## config.mk

```make
export PLATFORM = sky130hd
export DESIGN_NAME = elastic_buf2
export DESIGN_NICKNAME = d
export VERILOG_FILES = /design/src/rtl/ebuf_pkg.sv /design/src/rtl/ebuf_slots.sv /design/src/rtl/ebuf_chan_mon.sv /design/src/rtl/elastic_buf2.sv
export SDC_FILE = /design/constraint.sdc
export NUM_CORES = 1
export LEC_CHECK = 0
export BUFFER_PORTS_ARGS = -buffer_cell sky130_fd_sc_hd__buf_2
export CORE_MARGIN = 2
export CORE_UTILIZATION = 45
export CTS_CLUSTER_DIAMETER = 200
export CTS_CLUSTER_SIZE = 16
export DETAILED_ROUTE_END_ITERATION = 12
export PLACE_DENSITY = 0.66
export SYNTH_ARGS = -nofsm -noshare
export SYNTH_HDL_FRONTEND = slang
export SYNTH_SLANG_ARGS = --single-unit
```

## constraint.sdc

```tcl
create_clock -name clk_i -period 3.8 [get_ports clk_i]
set_input_delay 0 -clock clk_i [delete_from_list [all_inputs] [get_ports clk_i]]
set_output_delay 0 -clock clk_i [all_outputs]
set_load 0.02 [all_outputs]
```

## src/rtl/ebuf_pkg.sv

```systemverilog
package ebuf_pkg;
  typedef enum logic [1:0] {
    CH_IDLE  = 2'd0,
    CH_RETRY = 2'd1,
    CH_XFER  = 2'd2
  } chan_st_e;
endpackage

```

## src/rtl/ebuf_slots.sv

```systemverilog
module ebuf_slots #(
  parameter int DATA_W = 16,
  parameter int DEPTH  = 2
) (
  input  logic              clk_i,
  input  logic              rst_ni,
  input  logic              push_i,
  input  logic [DATA_W-1:0] push_data_i,
  input  logic              pop_i,
  output logic [DATA_W-1:0] head_data_o,
  output logic              head_valid_o,
  output logic              full_o
);
  localparam int PTR_W = (DEPTH > 1) ? $clog2(DEPTH) : 1;
  localparam logic [PTR_W-1:0] LAST = PTR_W'(DEPTH - 1);

  logic [PTR_W-1:0]  wr_q, rd_q;
  logic [DEPTH-1:0]  vld_q, vld_d;
  logic [DATA_W-1:0] slot_vec [DEPTH];

  function automatic logic [PTR_W-1:0] ptr_inc(input logic [PTR_W-1:0] p);
    return (p == LAST) ? '0 : p + 1'b1;
  endfunction

  // pop before push: when full, the freed slot is the one refilled
  always_comb begin
    vld_d = vld_q;
    if (pop_i)  vld_d[rd_q] = 1'b0;
    if (push_i) vld_d[wr_q] = 1'b1;
  end

  always_ff @(posedge clk_i or negedge rst_ni) begin
    if (!rst_ni) begin
      vld_q <= '0;
      wr_q  <= '0;
      rd_q  <= '0;
    end else begin
      vld_q <= vld_d;
      if (push_i) wr_q <= ptr_inc(wr_q);
      if (pop_i)  rd_q <= ptr_inc(rd_q);
    end
  end

  for (genvar g = 0; g < DEPTH; g++) begin : g_slot
    logic [DATA_W-1:0] slot_q;
    always_ff @(posedge clk_i or negedge rst_ni) begin
      if (!rst_ni)                              slot_q <= '0;
      else if (push_i && wr_q == PTR_W'(g))     slot_q <= push_data_i;
    end
    assign slot_vec[g] = slot_q;
  end

  assign head_data_o  = slot_vec[rd_q];
  assign head_valid_o = vld_q[rd_q];
  assign full_o       = &vld_q;
endmodule

```

## src/rtl/ebuf_chan_mon.sv

```systemverilog
module ebuf_chan_mon
  import ebuf_pkg::*;
#(
  parameter int DATA_W = 16
) (
  input  logic              clk_i,
  input  logic              rst_ni,
  input  logic              valid_i,
  input  logic              stop_i,
  input  logic [DATA_W-1:0] data_i,
  output logic [1:0]        state_o,
  output logic              err_o
);
  chan_st_e          st;
  logic              pend_q;
  logic [DATA_W-1:0] held_q;

  always_comb begin
    if (!valid_i)    st = CH_IDLE;
    else if (stop_i) st = CH_RETRY;
    else             st = CH_XFER;
  end

  always_ff @(posedge clk_i or negedge rst_ni) begin
    if (!rst_ni) begin
      pend_q <= 1'b0;
      held_q <= '0;
    end else begin
      pend_q <= (st == CH_RETRY);
      held_q <= data_i;
    end
  end

  assign state_o = st;
  assign err_o   = pend_q && (!valid_i || data_i != held_q);
endmodule

```

## src/rtl/elastic_buf2.sv

```systemverilog
module elastic_buf2 #(
  parameter int DATA_W = 16,
  parameter int DEPTH  = 2
) (
  input  logic              clk_i,
  input  logic              rst_ni,
  input  logic [DATA_W-1:0] in_data_i,
  input  logic              in_valid_i,
  output logic              in_stop_o,
  output logic [DATA_W-1:0] out_data_o,
  output logic              out_valid_o,
  input  logic              out_stop_i,
  output logic [1:0]        in_state_o,
  output logic [1:0]        out_state_o,
  output logic              in_err_o,
  output logic              out_err_o
);
  logic full, push, pop;

  assign in_stop_o = full && out_stop_i;
  assign push      = in_valid_i && !in_stop_o;
  assign pop       = out_valid_o && !out_stop_i;

  ebuf_slots #(.DATA_W(DATA_W), .DEPTH(DEPTH)) u_slots (
    .clk_i        (clk_i),
    .rst_ni       (rst_ni),
    .push_i       (push),
    .push_data_i  (in_data_i),
    .pop_i        (pop),
    .head_data_o  (out_data_o),
    .head_valid_o (out_valid_o),
    .full_o       (full)
  );

  ebuf_chan_mon #(.DATA_W(DATA_W)) u_mon_in (
    .clk_i   (clk_i),
    .rst_ni  (rst_ni),
    .valid_i (in_valid_i),
    .stop_i  (in_stop_o),
    .data_i  (in_data_i),
    .state_o (in_state_o),
    .err_o   (in_err_o)
  );

  ebuf_chan_mon #(.DATA_W(DATA_W)) u_mon_out (
    .clk_i   (clk_i),
    .rst_ni  (rst_ni),
    .valid_i (out_valid_o),
    .stop_i  (out_stop_i),
    .data_i  (out_data_o),
    .state_o (out_state_o),
    .err_o   (out_err_o)
  );
endmodule

```

==> summary.txt, run 1 <==
Top FF cell, synth: dfrtp_1
Final setup TNS: 0 ns
Most frequent cells in the layout: dfrtp_1 (70), mux2_2 (45), buf_2 (43)
Antenna-violating nets left: 0
Final Non-Filler Cells: 341
RSZ-0062 raised after global routing: false
Overflow after GRT: 0
Core area: 6026 um2
Avg Vias per Cell: 4.780
Relative slew slack: 35.04%
Final Skew: 0.003701 ns
Drt drc: 0
Syn_area_per_cell: 14.56 um2
Setup WS pre-CTS: 1.104 ns
Unique masters post-synth: 24
Mapped Area: 2839 um2
Final setup viols: 0
Final Max Tran Viols: 0
Layout area overhead: 22.48%
CP required: 3.80 ns
Fmax: 332.9 MHz
R2R depth: 5
Top cells by area, synth: dfrtp_1 (62%), mux2_2 (18%), xnor2_1 (4.9%)
# resized after CTS: 0
Max IR drop VDD: 402.0 uV
Htree depth: 3
Slowest CP cell: dfrtp_1
Largest area contributor in the netlist: dfrtp_1
DP Wirelength: 3.441 mm
Post-layout nets: 282
Worst skew pair latency: 0.33 ns
Initial antenna violation count: 0
Tot GR Track Use: 16.16%
Post-synth top area share: 61.70%
Initial Utilization: 47.11%
DR vias: 1630
Row cnt: 28
Area of the multi-input gates: 1010 um2
Post-CTS Setup Bufs: 0
Part of the cycle the worst path needs: 79.04%
Seq cells post-synth: 70
DIE HEIGHT: 83.43 um
Max incr delay on CP: 0.98 ns
Reg clk slew, reported paths: 0.07 ns
Placed instance area: 3100 um2
CP bufs+invs: 1
Cells along the critical path: mux2_2 -> xor2_1 -> nor4_1 -> nand4_1 -> o41a_1 -> buf_2
First-pass detailed-route iteration total: 3
First-pass GRT wire length: 8.645 mm
Sink Count: 70
Filler cells: 499
Yosys warning count: 0
Clock tree root driver cell: clkbuf_8
Routed WL per cell: 15.04 um
Die X: 83.43 um
Antenna Cells: 0
Layout cell share with drive strength beyond 1: 39.85%
Largest net degree at the start of global routing: 43
Die ar.: 6961 um2
Crit-path leading delay family: flip-flops
Crit end category: output pin
Number of flops mapped to enable cells by yosys: 0
Crit path depth: 6
Max cap viols: 0
Post-Synthesis Net Count: 215
Ys async rst share: 100.0%
Sequential area share after synthesis: 61.70%
Vias in the first global route: 1781
Critical path arrival: 3.00 ns
Leakage dissipation: 1.587 nW
CTS Buffer Depth: 2
Final WS setup: 0.7963 ns
Post-Place Cells: 307
CP Max Fanout: 22
CTS tree: done
HP Class: input port to async pin
Status: finished clean
Initial DRC count: 52
Core Util, Final: 57.70%
Buffers on Ports: 43
Io pins: 44
Worst slew pin tran: 0.9743 ns
Placer Congestion: 0.7182
Most common cell after layout, fill and taps aside: dfrtp_1
CP Class: flop to output pin
Final hold viol count: 0
Total CTS buffers: 9
Final instance area: 3477 um2
Crit path time final: 3.004 ns
Cells after Synth: 195
Startpoint Class: flop
Sequential cell area: 1752 um2
Routed WL: 5.128 mm
Pwr dens: 854.6 nW/um2
-- state kept, by name, summed over array words and instances, names as in the netlist --
register,cells
u_slots.vld_q,2
u_slots.rd_q,1
u_mon_in.pend_q,1
u_mon_in.held_q,16
u_slots.g_slot.slot_q,32
u_mon_out.held_q,16
u_mon_out.pend_q,1
u_slots.wr_q,1
-- what timing repair did --
item                       in CTS  in global routing
setup endpoints to repair       0                  0
hold buffers                   19                  0
hold endpoints to repair       95                  0
-- logic make-up (layout without fill, tap and decap cells) --
kind of cell              after synthesis  in the layout  synth area share [%]
muxes                                  49             49                 19.79
DFF                                    70             70                 61.70
xor gates and xnor gates               31             31                 9.564
buffers and inverters                  13             84                 2.732
AOI/OAI and AO/OA                       8              8                 1.719
and+or+nand+nor                        24             24                 4.495
-- cell type report --
class	count	area share, %
Inverter	6	0.6477
Clock buffer	15	5.362
Timing Repair Buffer	63	11.87
Sequential cell	70	50.38
Tap cell	75	2.699
Multi-Input combinational cell	112	29.04
-- metal layers --
layer / part of all wire (%) / GRT usage, %
met1: 48 / 21.79
met2: 47 / 24.19
met3: 3.6 / 3.976
met4: 2.1 / 8.651
met5: 0 / 0
-- metrics by stage --
stage | power, mW | hold WS, ns
2_1_floorplan | 2.110 | -0.2956
3_3_place_gp | 2.401 | 0.1570
3_5_place_dp | 2.434 | 0.1606
4_1_cts | 3.007 | 0.3447
5_1_grt | 3.166 | 0.3509
6_report | 2.971 | 0.3301
-- final timing paths --
check	start	endpoint	slack, ns
worst max-delay path	u_slots.rd_q$_DFFE_PN0N_	out_err_o	0.80
min in group clk_i	in_data_i[15]	u_mon_in.held_q[15]$_DFF_PN0_	0.36
worst min register to register	u_slots.wr_q$_DFFE_PN0N_	u_slots.wr_q$_DFFE_PN0N_	0.50
max in group asynchronous	rst_ni	u_slots.g_slot[0].slot_q[9]$_DFFE_PN0P_	2.57
worst min-delay path	rst_ni	u_slots.g_slot[1].slot_q[5]$_DFFE_PN0P_	0.33
worst max register to register	u_slots.vld_q[0]$_DFF_PN0_	u_slots.g_slot[1].slot_q[12]$_DFFE_PN0P_	1.78
-- Yosys cell counts, types with 3 or more instances --
master    count
nand2_1       5
mux2_4        3
buf_4         3
a21oi_1       3
xor2_1       15
nor4_1        4
dfrtp_1      70
inv_1         6
nor2_1        3
nand4_1       4
xnor2_1      16
mux2_2       45
nand2b_1      3
-- power breakdown --
part | switching (mW) | internal [mW]
clock network | 0.251 | 0.306
logic | 0.615 | 0.566
registers | 0.188 | 1.05
Note: power is estimated with default switching activity, not from simulation.
==> run 2: changes to the inputs <==
==> constraint.sdc (replaced) <==
create_clock -name clk_i -period 3.1 [get_ports clk_i]
set_input_delay 0 -clock clk_i [delete_from_list [all_inputs] [get_ports clk_i]]
set_output_delay 0 -clock clk_i [all_outputs]
set_load 0.02 [all_outputs]
==> summary.txt, run 2 (synthesis gave the netlist of run 1 again) <==
Placed instance area: 3115 um2
Startpoint Class: flop
Largest net degree at the start of global routing: 71
Die ar.: 6961 um2
# resized after CTS: 0
Crit path time final: 2.822 ns
Row cnt: 28
Initial antenna violation count: 0
Post-Place Cells: 309
Worst slew pin tran: 0.8539 ns
Crit end category: output pin
Layer with the highest usage: met2
Max FFs per register: 32
Layout area overhead: 23.71%
Initial Utilization: 47.11%
Routed WL: 5.303 mm
CTS tree: done
Met2 usage in global routing: 26.25%
R2R depth: 5
Worst hold slack: 0.3472 ns
Status: finished clean
CP Class: flop to output pin
Final Non-Filler Cells: 344
Setup slack, reg-to-reg: 1.09 ns
Die X: 83.43 um
Clock tree root driver cell: clkbuf_8
Cells along the critical path: buf_4 -> mux2_2 -> xor2_1 -> nor4_1 -> nand4_1 -> o41a_1 -> buf_2
Io pins: 44
Buffers on Ports: 43
CP Max Fanout: 10
Biggest regs: u_slots.g_slot.slot_q: 32 flops, u_mon_in.held_q: 16 flops, u_mon_out.held_q: 16 flops
Most common cell after layout, fill and taps aside: dfrtp_1
Post-CTS Setup Bufs: 0
Final Max Tran Viols: 0
Final hold viol count: 0
Antenna-violating nets left: 0
DR vias: 1676
Layout cell share with drive strength beyond 1: 41.26%
Slowest CP cell: dfrtp_1
R2R Path End: u_slots.g_slot[1].slot_q[7]$_DFFE_PN0P_
Post-layout nets: 284
Max IR drop VDD: 504.5 uV
Total CTS buffers: 9
Pwr dens: 1062 nW/um2
Routed WL per cell: 15.42 um
Critical path endpoint: out_err_o
Met3 usage: 5.467%
DIE HEIGHT: 83.43 um
First-pass detailed-route iteration total: 5
Placer Congestion: 0.6774
Met1 GRT Util: 21.73%
HP Class: input port to flop
Final setup viols: 0
Vias in the first global route: 1792
Tot GR Track Use: 16.77%
Worst skew pair latency: 0.34 ns
Final instance area: 3512 um2
Critical path arrival: 2.82 ns
RSZ-0062 raised after global routing: false
Final WS setup: 0.2776 ns
Power, Total: 3.730 mW
Antenna Cells: 0
Avg Vias per Cell: 4.872
Drt drc: 0
Final Skew: 0.006532 ns
Final setup TNS: 0 ns
Fmax: 354.3 MHz
Htree depth: 3
Initial DRC count: 72
Critical Path Source: u_slots.rd_q$_DFFE_PN0N_
Max incr delay on CP: 0.67 ns
Reg clk slew, reported paths: 0.08 ns
CP required: 3.10 ns
Most frequent cells in the layout: dfrtp_1 (70), mux2_2 (45), buf_2 (43)
Leakage dissipation: 1.603 nW
Part of the cycle the worst path needs: 91.05%
CTS Buffer Depth: 2
Relative slew slack: 42.93%
Core Util, Final: 58.28%
Max cap viols: 0
Worst r2r src: u_slots.vld_q[0]$_DFF_PN0_
Overflow after GRT: 0
Largest Register: u_slots.g_slot.slot_q
Sink Count: 70
Hold Buf Count CTS: 19
Setup WS pre-CTS: 0.6395 ns
First-pass GRT wire length: 9.004 mm
DP Wirelength: 3.520 mm
Core area: 6026 um2
[run 2: metal layers]
layer | part of all wire (%) | routed length (um) | vias up
met5 | 0 | 0 | -
met4 | 1.9 | 100 | 0
met3 | 4.1 | 217 | 9
met2 | 49 | 2588 | 32
met1 | 45 | 2396 | 829
li1 | - | - | 806
[run 2: how the worst min path moves through the flow]
stage                        from                             to  slack, ns  cells past startpoint
floorplan                  rst_ni   u_mon_in.held_q[0]$_DFF_PN0_      -0.30                      0
global placement     in_data_i[5]   u_mon_in.held_q[5]$_DFF_PN0_       0.16                      1
detailed placement   in_data_i[5]   u_mon_in.held_q[5]$_DFF_PN0_       0.16                      1
CTS                 in_data_i[10]  u_mon_in.held_q[10]$_DFF_PN0_       0.33                      2
global route        in_data_i[10]  u_mon_in.held_q[10]$_DFF_PN0_       0.34                      2
finish              in_data_i[10]  u_mon_in.held_q[10]$_DFF_PN0_       0.35                      2
[run 2: worst max-delay path, delay by kind of cell, from the launching register on]
| kind | cells | cell delay, ns |
|---|---|---|
| flops | 1 | 0.67 |
| simple gates | 2 | 0.51 |
| buf+inv | 2 | 0.43 |
| mux | 1 | 0.38 |
| compound gates | 1 | 0.33 |
| xor+xnor | 1 | 0.15 |
[run 2: area by class of cell]
cell class / count / area, um2
fillers: 509 / 2514
repair buffers: 65 / 427.9
clock inverters: 6 / 68.82
well taps: 75 / 93.84
flip-flops and latches: 70 / 1752
multi-input cells: 112 / 1010
clock buffers: 10 / 137.6
inverters: 6 / 22.52
[run 2: power by group]
| group | switching (mW) | total [mW] | internal (mW) |
|---|---|---|---|
| combinational | 0.791 | 1.50 | 0.706 |
| sequential | 0.206 | 1.49 | 1.28 |
| clock | 0.347 | 0.746 | 0.399 |
| total | 1.34 | 3.73 | 2.39 |
==> run 3: changes to the inputs <==
==> constraint.sdc (replaced) <==
create_clock -name clk_i -period 2.9 [get_ports clk_i]
set_input_delay 0 -clock clk_i [delete_from_list [all_inputs] [get_ports clk_i]]
set_output_delay 0 -clock clk_i [all_outputs]
set_load 0.02 [all_outputs]
==> summary.txt, run 3 (synthesis gave the netlist of run 1 again) <==
Status: finished clean
Biggest regs: u_slots.g_slot.slot_q: 32 flops, u_mon_in.held_q: 16 flops, u_mon_out.held_q: 16 flops
Startpoint Class: flop
Initial antenna violation count: 0
First-pass GRT wire length: 8.880 mm
DIE HEIGHT: 83.43 um
Max incr delay on CP: 0.52 ns
Post-CTS Setup Bufs: 0
Worst slew pin tran: 1.024 ns
First-pass detailed-route iteration total: 4
Worst r2r src: u_slots.vld_q[0]$_DFF_PN0_
Total CTS buffers: 9
Overflow after GRT: 0
DR WL met2: 2.498 mm
Antenna-violating nets left: 0
Row cnt: 28
Die ar.: 6961 um2
Final setup TNS: 0 ns
Power, Total: 3.942 mW
Routed WL: 5.295 mm
Clock tree root driver cell: clkbuf_8
Largest net degree at the start of global routing: 48
Cells along the critical path: buf_4 -> mux2_2 -> xor2_1 -> nor4_1 -> nand4_1 -> o41a_1 -> buf_2
CP required: 2.90 ns
Power share of the combinational group: 40.9%
Register share of total power: 40.0%
Slowest CP cell: dfrtp_1
DP Wirelength: 3.527 mm
Setup slack, reg-to-reg: 1.10 ns
DR vias: 1658
Clock network power share: 19.1%
Crit end category: output pin
Leakage dissipation: 1.604 nW
Final Max Tran Viols: 0
Initial Utilization: 47.11%
Routed WL per cell: 15.30 um
Buffers on Ports: 43
Die X: 83.43 um
CTS tree: done
Most common cell after layout, fill and taps aside: dfrtp_1
Core Util, Final: 58.24%
Io pins: 44
Pwr dens: 1123 nW/um2
Placer Congestion: 0.7323
Post-layout nets: 286
Antenna Cells: 0
Switching part of the total power: 36.08%
Reg clk slew, reported paths: 0.07 ns
Max cap viols: 0
Part of the cycle the worst path needs: 92.16%
Sink Count: 70
Largest Register: u_slots.g_slot.slot_q
CP Class: flop to output pin
Relative slew slack: 31.73%
Crit path time final: 2.673 ns
Max FFs per register: 32
# resized after CTS: 0
Routed length on met1: 2.527 mm
Final Skew: 0.006050 ns
Top Layer Used: met4
Layout area overhead: 23.62%
Final setup viols: 0
Drt drc: 0
Most frequent cells in the layout: dfrtp_1 (70), mux2_2 (45), buf_2 (43)
HP Class: input port to flop
CP Max Fanout: 8
Tot GR Track Use: 16.81%
Avg Vias per Cell: 4.792
Final hold viol count: 0
CTS Buffer Depth: 2
Critical Path Source: u_slots.rd_q$_DFFE_PN0N_
Critical path arrival: 2.67 ns
Vias in the first global route: 1746
Switch Pwr: 1.422 mW
WL met3: 167 um
Htree depth: 3
Internal power: 2.520 mW
Worst skew pair latency: 0.35 ns
Initial DRC count: 75
Layout cell share with drive strength beyond 1: 41.70%
Hold_sp: in_data_i[14]
Core area: 6026 um2
RSZ-0062 raised after global routing: false
Max IR drop VDD: 712.0 uV
Fmax: 374.2 MHz
## run 3: cell types whose count changed in the layout (fill, tap and decap cells not counted)
cell	change
clkbuf_8	-1
inv_6	-2
clkinvlp_4	+1
clkinv_2	+3
buf_4	+2
clkinv_4	-1
## run 3: layout make-up
class | count | area (um2)
Clock inverter | 7 | 65.06
Clock buffer | 9 | 123.9
Inverter | 6 | 22.52
Multi-Input combinational cell | 112 | 1010
Timing Repair Buffer | 67 | 442.9
Sequential cell | 70 | 1752
Fill cell | 498 | 2516
Tap cell | 75 | 93.84
## run 3: final timing paths
path	end	cells after the start
min	u_mon_in.held_q[14]$_DFF_PN0_	2
min reg2reg	u_slots.g_slot[1].slot_q[12]$_DFFE_PN0P_	1
min in group asynchronous	u_slots.g_slot[0].slot_q[6]$_DFFE_PN0P_	2
max reg2reg	u_slots.g_slot[0].slot_q[15]$_DFFE_PN0P_	4
max	out_err_o	7
max in group asynchronous	u_slots.g_slot[0].slot_q[15]$_DFFE_PN0P_	3
## run 3: per-stage QoR
step	hold WS, ns	area, um2	setup slack, ns	std cells
floorplan	-0.2956	2839	1.064	195
global placement	0.1594	3131	0.6591	311
detailed placement	0.1589	3131	0.5718	311
CTS	0.3291	3510	0.1723	346
global route	0.3491	3510	0.08995	346
finish	0.3427	3510	0.2273	346
## run 3: timing repair
action | in CTS | in global routing
hold buffers | 19 | 0
endpoints found under the setup margin | 0 | 0
hold endpoints to repair | 98 | 0
## run 3: layer usage
metal | vias to the layer above | global-route usage (%)
li1 | 807 | -
met1 | 816 | 22.07
met2 | 27 | 26.17
met3 | 8 | 4.374
met4 | 0 | 7.918
met5 | - | 0
## run 3: worst max-delay path: cells and delay by family, from the launching register on
kind	cells	cell delay, ns
buffers and inverters	2	0.41
AOI/OAI and AO/OA	1	0.33
and+or+nand+nor	2	0.54
muxes	1	0.38
xor gates and xnor gates	1	0.15
DFF	1	0.52
## run 3: power groups by stage
stage / clock, mW / sequential, mW / combinational [mW]
2_1_floorplan: 0 / 1.53 / 1.24
3_3_place_gp: 0 / 1.59 / 1.59
3_5_place_dp: 0 / 1.59 / 1.62
4_1_cts: 0.771 / 1.58 / 1.64
5_1_grt: 0.817 / 1.62 / 1.77
6_report: 0.752 / 1.58 / 1.61
